==> src/rtl/pmu_pkg.sv <==
package pmu_pkg;
  localparam int unsigned PMU_LADDR_W_DEF = 16;
  localparam int unsigned PMU_PAGE_W_DEF  = 3;
  localparam int unsigned PMU_FRAME_W_DEF = 8;
endpackage

==> src/rtl/pmu_reset_sync.sv <==
module pmu_reset_sync (
  input  logic clk,
  input  logic rst_n,
  output logic core_rst_n
);
  logic stage1_q;
  logic stage2_q;

  always_ff @(posedge clk or negedge rst_n) begin
    if (!rst_n) begin
      stage1_q <= 1'b0;
      stage2_q <= 1'b0;
    end else begin
      stage1_q <= 1'b1;
      stage2_q <= stage1_q;
    end
  end

  assign core_rst_n = stage2_q;
endmodule

==> src/rtl/pmu_write_gate.sv <==
module pmu_write_gate #(
  parameter int unsigned PAGE_W  = pmu_pkg::PMU_PAGE_W_DEF,
  localparam int unsigned ENTRIES = 1 << PAGE_W
) (
  input  logic              clk,
  input  logic              core_rst_n,
  input  logic              supervisor,
  input  logic              wr_en,
  input  logic [PAGE_W-1:0] wr_index,
  output logic [ENTRIES-1:0] entry_we,
  output logic              privilege_error
);
  logic accept;
  logic err_d;
  logic err_q;

  always_comb begin
    accept = wr_en & supervisor;
    err_d  = wr_en & ~supervisor;
  end

  for (genvar g = 0; g < ENTRIES; g++) begin : g_dec
    assign entry_we[g] = accept & (wr_index == PAGE_W'(g));
  end

  always_ff @(posedge clk or negedge core_rst_n) begin
    if (!core_rst_n) err_q <= 1'b0;
    else             err_q <= err_d;
  end

  assign privilege_error = err_q;
endmodule

==> src/rtl/pmu_entry_reg.sv <==
module pmu_entry_reg #(
  parameter int unsigned FRAME_W = pmu_pkg::PMU_FRAME_W_DEF
) (
  input  logic               clk,
  input  logic               core_rst_n,
  input  logic               we,
  input  logic [FRAME_W-1:0] frame_in,
  input  logic               valid_in,
  output logic [FRAME_W-1:0] frame_q,
  output logic               valid_q
);
  logic [FRAME_W-1:0] frame_d;
  logic               valid_d;
  logic [FRAME_W-1:0] frame_r;
  logic               valid_r;

  always_comb begin
    frame_d = frame_r;
    valid_d = valid_r;
    if (we) begin
      frame_d = frame_in;
      valid_d = valid_in;
    end
  end

  always_ff @(posedge clk or negedge core_rst_n) begin
    if (!core_rst_n) valid_r <= 1'b0;
    else if (we)     valid_r <= valid_d;
  end

  always_ff @(posedge clk) begin
    if (we) frame_r <= frame_d;
  end

  assign frame_q = frame_r;
  assign valid_q = valid_r;
endmodule

==> src/rtl/pmu_lookup.sv <==
module pmu_lookup #(
  parameter int unsigned LADDR_W = pmu_pkg::PMU_LADDR_W_DEF,
  parameter int unsigned PAGE_W  = pmu_pkg::PMU_PAGE_W_DEF,
  parameter int unsigned FRAME_W = pmu_pkg::PMU_FRAME_W_DEF,
  localparam int unsigned ENTRIES = 1 << PAGE_W,
  localparam int unsigned OFF_W   = LADDR_W - PAGE_W,
  localparam int unsigned PADDR_W = FRAME_W + OFF_W
) (
  input  logic [LADDR_W-1:0]         lookup_addr,
  input  logic [ENTRIES-1:0]         valid_vec,
  input  logic [ENTRIES*FRAME_W-1:0] frame_vec,
  output logic [PADDR_W-1:0]         phys_addr,
  output logic                       fault
);
  logic [PAGE_W-1:0]  page;
  logic [OFF_W-1:0]   offset;
  logic [FRAME_W-1:0] frame_sel;
  logic               hit;

  always_comb begin
    page      = lookup_addr[LADDR_W-1 -: PAGE_W];
    offset    = lookup_addr[OFF_W-1:0];
    hit       = valid_vec[page];
    frame_sel = frame_vec[page*FRAME_W +: FRAME_W];
    fault     = ~hit;
    phys_addr = hit ? {frame_sel, offset} : '0;
  end
endmodule

==> src/rtl/page_map_unit.sv <==
module page_map_unit #(
  parameter int unsigned LADDR_W = pmu_pkg::PMU_LADDR_W_DEF,
  parameter int unsigned PAGE_W  = pmu_pkg::PMU_PAGE_W_DEF,
  parameter int unsigned FRAME_W = pmu_pkg::PMU_FRAME_W_DEF,
  localparam int unsigned ENTRIES = 1 << PAGE_W,
  localparam int unsigned OFF_W   = LADDR_W - PAGE_W,
  localparam int unsigned PADDR_W = FRAME_W + OFF_W
) (
  input  logic               clk,
  input  logic               rst_n,
  input  logic               supervisor,
  input  logic               wr_en,
  input  logic [PAGE_W-1:0]  wr_index,
  input  logic [FRAME_W-1:0] wr_frame,
  input  logic               wr_valid,
  input  logic [LADDR_W-1:0] lookup_addr,
  output logic [PADDR_W-1:0] phys_addr,
  output logic               fault,
  output logic               privilege_error
);
  logic                       core_rst_n;
  logic [ENTRIES-1:0]         entry_we;
  logic [ENTRIES-1:0]         valid_q;
  logic [ENTRIES*FRAME_W-1:0] frame_q;

  pmu_reset_sync u_rst (
    .clk        (clk),
    .rst_n      (rst_n),
    .core_rst_n (core_rst_n)
  );

  pmu_write_gate #(.PAGE_W(PAGE_W)) u_gate (
    .clk             (clk),
    .core_rst_n      (core_rst_n),
    .supervisor      (supervisor),
    .wr_en           (wr_en),
    .wr_index        (wr_index),
    .entry_we        (entry_we),
    .privilege_error (privilege_error)
  );

  for (genvar g = 0; g < ENTRIES; g++) begin : g_entry
    pmu_entry_reg #(.FRAME_W(FRAME_W)) u_ent (
      .clk        (clk),
      .core_rst_n (core_rst_n),
      .we         (entry_we[g]),
      .frame_in   (wr_frame),
      .valid_in   (wr_valid),
      .frame_q    (frame_q[g*FRAME_W +: FRAME_W]),
      .valid_q    (valid_q[g])
    );
  end

  pmu_lookup #(.LADDR_W(LADDR_W), .PAGE_W(PAGE_W), .FRAME_W(FRAME_W)) u_lkp (
    .lookup_addr (lookup_addr),
    .valid_vec   (valid_q),
    .frame_vec   (frame_q),
    .phys_addr   (phys_addr),
    .fault       (fault)
  );
endmodule

==> config.mk <==
export PLATFORM = sky130hd
export DESIGN_NAME = page_map_unit
export DESIGN_NICKNAME = d
export VERILOG_FILES = /design/src/rtl/pmu_pkg.sv /design/src/rtl/pmu_reset_sync.sv /design/src/rtl/pmu_write_gate.sv /design/src/rtl/pmu_entry_reg.sv /design/src/rtl/pmu_lookup.sv /design/src/rtl/page_map_unit.sv
export SDC_FILE = /design/constraint.sdc
export NUM_CORES = 1
export LEC_CHECK = 0
export ABC_AREA = 1
export CORE_UTILIZATION = 55
export CTS_CLUSTER_DIAMETER = 60
export DETAILED_ROUTE_END_ITERATION = 12
export PLACE_DENSITY_LB_ADDON = 0.3
export SLEW_MARGIN = 20
export SYNTH_ARGS = -nofsm -noshare
export SYNTH_HDL_FRONTEND = slang
export SYNTH_SLANG_ARGS = --single-unit
==> constraint.sdc <==
create_clock -name clk -period 2.3 [get_ports clk]
set_input_delay 0.46 -clock clk [delete_from_list [all_inputs] [get_ports clk]]
set_output_delay 0.46 -clock clk [all_outputs]
set_load 0.05 [all_outputs]
==> results.ini <==
[timing]
worst_pin_slew_ps=498
final.period_utilization_pct=96.5
fmax_mhz=450
setup_ws_ps=79.9
skew_ps=5.00
finalSetupViolCount=0
slew_headroom_pct=66.7
hold_viol_final=0
maxSlewViolCount=0
hold_ws_ps=138
min_period_ps=2220
rsz0062_at_grt=no

[critical_path]
crit_arrival_ps=1760
reg2regPathDepth=2
path_max_fanout=7
worstPathRequired_ps=1840
crit_type=in2out
start_kind=input port
end_kind=primary output

[pwr]
comb_power_share_pct=20.8
p_sw_uw=904
clockPowerShare_pct=32.6
ir_worst_vdd_mv=0.581
p_sw_share_pct=27.0
cellPowerDensity_nw_per_um2=698
pwr-share-seq_pct=46.6
leakagePower_nw=2.38
p_int_mw=2.45

[yosys]
ys_ff_latch=75
avgSynthCellArea_um2=8.84
synth_area_leaders=edfxtp_1 (54%), nand2_1 (15%), inv_1 (11%), dfrtp_1 (7.7%), nand3_1 (4.9%)
syn-instance-count=406
yosysTopAreaCellShare_pct=53.6
ys_types=17
yosys_warnings=0
syn_area_um2=3590
yosys.area.top_type=edfxtp_1
yosysSeqAreaShare_pct=61.2
synth_nets=438

[worst_hold_path]
hp-class=reg2async

[detailed_routing]
dr.pass1.iters=4
routed_wl_mm=8.08
post_drt_wl_per_cell_um=14.4
drtIter0Drc=148
vias_per_cell=4.80
drcViolationCount=0
ant_nets=0
vias=2691

[floorplanning]
rows=29
dieArea_um2=6850
die_w_um=82.8
core_um2=6310
ios=55
die_h_um=82.8
start_util_pct=56.8

[status]
status=complete, no violations

[placed_design]
place_congestion=0.868
pre_cts_ws_ps=-250
dp_hpwl_mm=5.22
port_buffers=54

[cts]
cts_tree=yes
root_buffer=clkbuf_8
htreeDepth=3
clkLatencyLatePin_ps=340
clk_path_buf_depth=2
postCtsHoldBufs=0
cts_sinks=75
cts_buffers=9
clkSlewWorstSetupHoldPaths_ps=70

[final_layout]
drive_gt1_share_pct=17.1
syn2layout_area_growth_pct=33.8
diodes=0
layout.nets=511

[job]
max_cap_viol_count=0

[global_route]
grt_pass1_wl_mm=12.5
grt_pass1_vias=2652
grt_max_degree=21
antenna_found_initial=0
grtUsageTotal_pct=26.3
gr-total-overflow=0

placed cells by master (no fill, tap or decap), types with 7 or more instances in the layout:
master	Yosys	layout
clkdlybuf4s50_1	0	29
edfxtp_1	64	64
buf_4	1	15
nor2_1	10	8
nand2_1	141	140
dfrtp_1	11	11
clkbuf_8	0	9
inv_2	2	8
nand3_1	35	34
o21ai_0	8	8
nor2_4	0	7
inv_1	107	101
buf_12	0	20
critical path, cell delays in order:
cell	delay [ps]
dlygate4sd2_1	240
buf_6	140
inv_6	70
nand2_1	60
nand3_2	70
nand2_2	80
o21ai_4	270
buf_6	180
nor2_1	50
buf_6	140
per-stage QoR:
| step | std cells | power, mW | cell area [um^2] | utilization, % | setup TNS, ps |
|---|---|---|---|---|---|
| final | 561 | 3.35 | 4800 | 76.0 | 0 |
| after global routing | 561 | 3.47 | 4800 | 76.0 | 0 |
| after floorplan | 406 | 1.93 | 3590 | - | 0 |
| after CTS | 561 | 3.36 | 4800 | 76.0 | 0 |
| after detailed placement | 541 | 2.21 | 4430 | 70.2 | -4120 |
| after global placement | 541 | 2.20 | 4430 | 70.2 | -2780 |
Yosys cell counts, drive strengths merged:
cell,count
nand2,143
inv,110
edfxtp,64
nand3,37
nor2,19
buf,12
dfrtp,11
o21ai,9
conb,1
metal layers:
metal | vias to the layer above | global-route usage (%) | routed length, um
li1 | 1361 | - | -
met1 | 1216 | 31.7 | 3120
met2 | 89 | 44.3 | 4190
met3 | 25 | 4.84 | 484
met4 | 0 | 14.5 | 286
met5 | - | 0 | 0
path summary, 6_finish.rpt:
kind                       slack, ps                            startpoint                              endpoint
hold / removal                   140            u_rst.core_rst_n$_DFF_PN0_      u_gate.privilege_error$_DFF_PN0_
hold reg to reg                  140            u_rst.core_rst_n$_DFF_PN0_      u_gate.privilege_error$_DFF_PN0_
setup reg to reg                1630  g_entry[2].u_ent.valid_q$_DFFE_PN0P_  g_entry[2].u_ent.valid_q$_DFFE_PN0P_
setup / recovery                  80                       lookup_addr[13]                          phys_addr[3]
max in group asynchronous       1910                                 rst_n              u_rst.stage1_q$_DFF_PN0_
min in group clk                 370              u_rst.stage1_q$_DFF_PN0_            u_rst.core_rst_n$_DFF_PN0_
kinds of logic (layout without fill, tap and decap cells):
group                  Yosys count  after routing  synth area share [%]
AND/OR/NAND/NOR                199            199                  23.2
flip-flops                      75             75                  61.2
buffers and inverters          122            200                  13.9
other                            1              1                 0.105
AO/OA/AOI/OAI                    9              9                  1.57
sequential cells by signal (all words and copies together) (netlist names):
signal / count
g_entry.u_ent.frame_q: 64
g_entry.u_ent.valid_q: 8
u_gate.privilege_error: 1
u_rst.core_rst_n: 1
u_rst.stage1_q: 1
what timing repair did:
| item | 4_1_cts | 5_1_grt |
|---|---|---|
| cloned | 1 | 0 |
| endpoints found under the setup margin | 22 | 3 |
| pin swaps | 3 | 0 |
| buffers inserted | 3 | 0 |
| gates resized for setup | 29 | 2 |
final cells by class:
class | count | area (um^2)
fillers | 436 | 1510
inverters | 110 | 418
clock inverters | 6 | 90.1
clock buffers | 10 | 128
flip-flops and latches | 75 | 2200
well taps | 77 | 96.3
repair buffers | 74 | 928
multi-input cells | 209 | 943
power by group through the flow:
stage | clock, mW | sequential [mW] | combinational [mW]
final | 1.09 | 1.56 | 0.698
after global placement | 0 | 1.58 | 0.612
after detailed placement | 0 | 1.59 | 0.625
after floorplan | 0 | 1.58 | 0.346
after global routing | 1.16 | 1.56 | 0.747
after CTS | 1.10 | 1.56 | 0.693
No activity file was read; power rests on OpenSTA's default activity.
